[src/rtl/sg_pkg.sv]
package sg_pkg;
  // Bundle of decoded command strobes.
  typedef struct packed {
    logic set_we;
    logic clr_we;
    logic store;
    logic recall;
    logic write;
  } sg_cmd_t;

  localparam int SG_SYNC_STAGES = 2;
endpackage

[src/rtl/sg_rst_sync.sv]
module sg_rst_sync #(
  parameter int STAGES = 2
) (
  input  logic clk,
  input  logic rst_n,
  output logic rst_n_sync
);
  logic [STAGES-1:0] chain_q;
  logic [STAGES-1:0] chain_d;

  always_comb begin
    chain_d = {chain_q[STAGES-2:0], 1'b1};
  end

  always_ff @(posedge clk or negedge rst_n) begin
    if (!rst_n) chain_q <= '0;
    else        chain_q <= chain_d;
  end

  assign rst_n_sync = chain_q[STAGES-1];
endmodule

[src/rtl/sg_pin_edge.sv]
module sg_pin_edge #(
  parameter int STAGES = 2
) (
  input  logic clk,
  input  logic rst_n,
  input  logic pin_n,
  output logic fall
);
  logic [STAGES-1:0] sync_q;
  logic [STAGES-1:0] sync_d;
  logic              prev_q;
  logic              prev_d;

  always_comb begin
    sync_d = {sync_q[STAGES-2:0], pin_n};
    prev_d = sync_q[STAGES-1];
  end

  always_ff @(posedge clk or negedge rst_n) begin
    if (!rst_n) begin
      sync_q <= '1;
      prev_q <= 1'b1;
    end else begin
      sync_q <= sync_d;
      prev_q <= prev_d;
    end
  end

  assign fall = prev_q & ~sync_q[STAGES-1];
endmodule

[src/rtl/sg_arming.sv]
module sg_arming
  import sg_pkg::*;
(
  input  logic    clk,
  input  logic    rst_n,
  input  sg_cmd_t cmd,
  input  logic    busy,
  input  logic    store_done,
  input  logic    recall_take,
  output logic    wel,
  output logic    prl
);
  logic wel_q, wel_d;
  logic prl_q, prl_d;

  always_comb begin
    wel_d = wel_q;
    if (busy) begin
      if (store_done) wel_d = 1'b0;
    end else if (cmd.clr_we) begin
      wel_d = 1'b0;
    end else if (cmd.set_we) begin
      wel_d = 1'b1;
    end
    prl_d = prl_q | recall_take;
  end

  always_ff @(posedge clk or negedge rst_n) begin
    if (!rst_n) begin
      wel_q <= 1'b0;
      prl_q <= 1'b0;
    end else begin
      wel_q <= wel_d;
      prl_q <= prl_d;
    end
  end

  assign wel = wel_q;
  assign prl = prl_q;
endmodule

[src/rtl/sg_store_timer.sv]
module sg_store_timer #(
  parameter int CYCLES = 8
) (
  input  logic clk,
  input  logic rst_n,
  input  logic start,
  output logic busy,
  output logic done,
  output logic store_req
);
  localparam int CW = (CYCLES < 2) ? 1 : $clog2(CYCLES);
  localparam logic [CW-1:0] LOAD = CW'(CYCLES - 1);

  logic [CW-1:0] cnt_q, cnt_d;
  logic          busy_q, busy_d;
  logic          req_q, req_d;

  always_comb begin
    cnt_d  = cnt_q;
    busy_d = busy_q;
    req_d  = 1'b0;
    if (busy_q) begin
      if (cnt_q == '0) busy_d = 1'b0;
      else             cnt_d  = cnt_q - 1'b1;
    end else if (start) begin
      busy_d = 1'b1;
      cnt_d  = LOAD;
      req_d  = 1'b1;
    end
  end

  always_ff @(posedge clk or negedge rst_n) begin
    if (!rst_n) begin
      cnt_q  <= '0;
      busy_q <= 1'b0;
      req_q  <= 1'b0;
    end else begin
      cnt_q  <= cnt_d;
      busy_q <= busy_d;
      req_q  <= req_d;
    end
  end

  assign busy      = busy_q;
  assign done      = busy_q & (cnt_q == '0);
  assign store_req = req_q;
endmodule

[src/rtl/store_guard.sv]
module store_guard
  import sg_pkg::*;
#(
  parameter int STORE_CYCLES = 8
) (
  input  logic clk,
  input  logic rst_n,
  input  logic cmd_set_we,
  input  logic cmd_clr_we,
  input  logic cmd_store,
  input  logic cmd_recall,
  input  logic cmd_write,
  input  logic recall_pin_n,
  output logic wr_permit,
  output logic recall_req,
  output logic busy,
  output logic store_req
);
  logic    rst_n_int;
  sg_cmd_t cmd;
  logic    pin_fall;
  logic    wel, prl;
  logic    store_done;
  logic    recall_take;
  logic    store_start;
  logic    por_done_q, por_done_d;
  logic    rreq_q, rreq_d;

  assign cmd = '{set_we: cmd_set_we, clr_we: cmd_clr_we, store: cmd_store,
                 recall: cmd_recall, write: cmd_write};

  sg_rst_sync #(.STAGES(SG_SYNC_STAGES)) u_rst (
    .clk(clk), .rst_n(rst_n), .rst_n_sync(rst_n_int));

  sg_pin_edge #(.STAGES(SG_SYNC_STAGES)) u_pin (
    .clk(clk), .rst_n(rst_n_int), .pin_n(recall_pin_n), .fall(pin_fall));

  assign recall_take = ~busy & (cmd.recall | pin_fall);
  assign store_start = ~busy & cmd.store & wel & prl;

  sg_arming u_arm (
    .clk(clk), .rst_n(rst_n_int), .cmd(cmd), .busy(busy),
    .store_done(store_done), .recall_take(recall_take),
    .wel(wel), .prl(prl));

  sg_store_timer #(.CYCLES(STORE_CYCLES)) u_tmr (
    .clk(clk), .rst_n(rst_n_int), .start(store_start),
    .busy(busy), .done(store_done), .store_req(store_req));

  // Power-up recall: one pulse, does not arm stores.
  always_comb begin
    por_done_d = 1'b1;
    rreq_d     = ~por_done_q | recall_take;
  end

  always_ff @(posedge clk or negedge rst_n_int) begin
    if (!rst_n_int) begin
      por_done_q <= 1'b0;
      rreq_q     <= 1'b0;
    end else begin
      por_done_q <= por_done_d;
      rreq_q     <= rreq_d;
    end
  end

  assign recall_req = rreq_q;
  assign wr_permit  = cmd.write & wel & ~busy;
endmodule

[config.mk]
export PLATFORM = sky130hd
export DESIGN_NAME = store_guard
export DESIGN_NICKNAME = d
export VERILOG_FILES = /design/src/rtl/sg_pkg.sv /design/src/rtl/sg_rst_sync.sv /design/src/rtl/sg_pin_edge.sv /design/src/rtl/sg_arming.sv /design/src/rtl/sg_store_timer.sv /design/src/rtl/store_guard.sv
export SDC_FILE = /design/constraint.sdc
export NUM_CORES = 1
export LEC_CHECK = 0
export CAP_MARGIN = 10
export CORE_AREA = 2 2 39 41
export CTS_CLUSTER_SIZE = 10
export DETAILED_ROUTE_END_ITERATION = 8
export DIE_AREA = 0 0 41 43
export GPL_TIMING_DRIVEN = 0
export HOLD_SLACK_MARGIN = 0.06
export PLACE_DENSITY = 0.75
export SETUP_SLACK_MARGIN = 0.05
export SYNTH_ARGS = -nofsm -noshare
export SYNTH_HDL_FRONTEND = slang
export SYNTH_SLANG_ARGS = --single-unit
[constraint.sdc]
create_clock -name clk -period 1.4 [get_ports clk]
set_input_delay 0.42 -clock clk [delete_from_list [all_inputs] [get_ports clk]]
set_output_delay 0.42 -clock clk [all_outputs]
set_load 0.01 [all_outputs]
==> results.yml <==
sta:
  fin_ws_ps: -122
  skew_ps: 12.5
  finalSetupViolations: 1
  rsz0062_at_grt: "yes"
  slew_viol_final: 0
  fin_crit_ps: 1520
  max_freq_ghz: 0.657
  hold_ws_ps: 173
  hold_violations: 0
  finalCritPeriodShare: 1.09
critical_path:
  start_kind: "flop"
  critPathMaxFanout: 2
  critPathMaxStageDelay_ps: 400
  worst_ep_arrival_time_ps: 1100
  crit_required_ps: 980
  crit_chain: "buf_6, and3b_1, buf_2"
  worstSetupEndpointType: "output pin"
  path_class: "reg2out"
  slowest_stage: "dfrtp_1"
placement:
  pre_cts_slack_ps: -561
  gp_congestion: 0.776
  io_buffer_count: 11
  hpwlAfterDp_microns: 582
drt:
  vias: 368
  totalWireLength_microns: 874
  drt_iter0_markers: 2
  viasPerCell: 4.66
  ant_nets: 0
  drc: 0
  drtPass1Iterations: 4
  wire_per_inst_microns: 11.1
pwr:
  pwr-share-clk: 0.205
  switchingPower_w: 0.000415
  internal-power_w: 0.000983
  seq_power_share: 0.403
  peakVddDrop_v: 0.000796
  total_power_w: 0.00140
  powerDensity_mw_per_mm2: 1840
  p_comb_frac: 0.393
  power_leakage_nw: 0.371
  switching_share: 0.297
clock_tree:
  clkTransAtPathRegs_ps: 90
  tritoncts: "yes"
  root_buffer: "clkbuf_4"
  cts.sinks: 14
  htreeDepth: 1
  clk_latency_ps: 280
  cts_hold_buf: 0
  clock_path_buffers: 2
  cts_inserted_buffers: 3
floorplanning:
  die_h_microns: 43
  start_util: 0.402
  coreArea_sq_mm: 0.00138
  core.rowCount: 14
  io-pin-count: 12
  dieArea_sq_mm: 0.00176
  dieWidth_microns: 41
synth:
  syn_area_sq_um: 557
  syn_inst: 43
  synth_warnings: 0
  seq_area_frac_synth: 0.636
  avgSynthCellArea_sq_um: 12.9
  synth_cell_type_count: 21
  synth_seq_cells: 14
layout:
  fin_nets: 74
  final_cell_mix: "11 x dfrtp_1, 6 x clkdlybuf4s50_1, 5 x nand2_1, 4 x buf_4"
  areaGrowthSynthToFinish_pct: 36.2
  drive_gt1_frac: 0.302
  final_common_cell: "dfrtp_1"
  fin_util: 0.548
  diodes: 0
global_route:
  grt_max_degree: 13
  grt_overflow_total: 0
  grt_first_pass_wirelength_mm: 1.43
  grtUsageTotal: 0.133
  grt_pass1_vias: 358
  antenna_found_initial: 0
outcome:
  violations: "setup timing"
  status: "complete, but fails checks"
min_path:
  hold_class: "reg2async"
run:
  drv_cap: 0
worst paths after layout:
kind | start | end | slack [ps] | depth (start not counted)
max in group asynchronous | u_rst.chain_q[1]$_DFF_PN0_ | u_pin.sync_q[0]$_DFF_PN1_ | 870 | 0
max reg2reg | u_tmr.cnt_q[0]$_DFFE_PN0P_ | u_tmr.cnt_q[2]$_DFFE_PN0P_ | 180 | 4
min in group clk | u_rst.chain_q[0]$_DFF_PN0_ | u_rst.chain_q[1]$_DFF_PN0_ | 360 | 0
min | u_rst.chain_q[1]$_DFF_PN0_ | recall_req$_DFF_PN0_ | 170 | 0
min reg2reg | u_rst.chain_q[1]$_DFF_PN0_ | recall_req$_DFF_PN0_ | 170 | 0
max | u_tmr.busy$_DFF_PN0_ | wr_permit | -120 | 3
synthesized netlist by cell type:
| master | count | area, sq um |
|---|---|---|
| dfrtp_1 | 11 | 275 |
| nand2_1 | 5 | 18.8 |
| dfstp_2 | 3 | 78.8 |
| inv_1 | 3 | 11.3 |
| a21oi_1 | 2 | 10.0 |
| ha_1 | 2 | 25.0 |
| nand3_1 | 2 | 10.0 |
| o21ai_2 | 2 | 17.5 |
| and3_1 | 1 | 6.26 |
| and3_4 | 1 | 11.3 |
| and3b_1 | 1 | 8.76 |
| buf_2 | 1 | 5.00 |
| conb_1 | 1 | 3.75 |
| nand2b_1 | 1 | 6.26 |
| nand2b_4 | 1 | 13.8 |
| nand4b_4 | 1 | 23.8 |
| nor2_1 | 1 | 3.75 |
| nor2b_1 | 1 | 6.26 |
| o21bai_1 | 1 | 7.51 |
| o31ai_1 | 1 | 7.51 |
| or3_1 | 1 | 6.26 |
power by group through the flow:
stage,clock network (W),registers (W),logic (W)
detailed placement,0,0.000572,0.000448
global placement,0,0.000567,0.000434
global route,0.000319,0.000578,0.000611
finish,0.000286,0.000563,0.000549
floorplan,0,0.000572,0.000305
CTS,0.000297,0.000563,0.000532
through the flow:
step                TNS (ps)  area, sq um  std cells
floorplan                  0          561         44
finish                  -122          758         79
CTS                     -129          751         78
global route            -175          758         79
global placement        -559          691         71
detailed placement      -561          691         71
registers in the layout (all words and copies together) (netlist names):
name	count
u_tmr.store_req	1
u_arm.wel	1
por_done_q	1
u_rst.chain_q	2
u_pin.sync_q	2
recall_req	1
u_arm.prl	1
u_tmr.cnt_q	3
u_tmr.busy	1
u_pin.prev_q	1
layer usage:
layer | vias up | wire length [microns] | track usage | share of wire
met5 | - | 0 | 0 | 0
met4 | 0 | 38 | 0.120 | 0.043
met3 | 4 | 54 | 0.0628 | 0.062
met2 | 11 | 420 | 0.172 | 0.48
met1 | 175 | 360 | 0.155 | 0.41
li1 | 178 | - | - | -
area by class of cell:
type	count	area, sq um
inverters	3	11.3
well taps	16	20.0
clock buffers	4	36.3
flip-flops and latches	14	354
multi-input cells	26	190
repair buffers	15	135
fillers	126	626
plain buffers	1	11.3
cell families (layout without fill, tap and decap cells):
group / count (synthesis) / count (layout) / synth area share
and+or+nand+nor: 16 / 16 / 0.207
DFF: 14 / 14 / 0.636
AOI/OAI and AO/OA: 6 / 6 / 0.0764
buffers and inverters: 4 / 23 / 0.0292
adders and majority gates: 2 / 2 / 0.0449
other: 1 / 2 / 0.00674
critical path, delay by kind of cell, from the launching register on:
family / cells / cell delay (ps)
flip-flops: 1 / 400
buffers and inverters: 2 / 240
AND/OR/NAND/NOR: 1 / 180
what timing repair did:
action | 4_1_cts | 5_1_grt
pin swaps | 0 | 0
setup endpoints to repair | 4 | 2
buffers inserted | 3 | 1
gates cloned | 0 | 0
resized for setup | 16 | 0
Note: power is estimated with default switching activity, not from simulation.
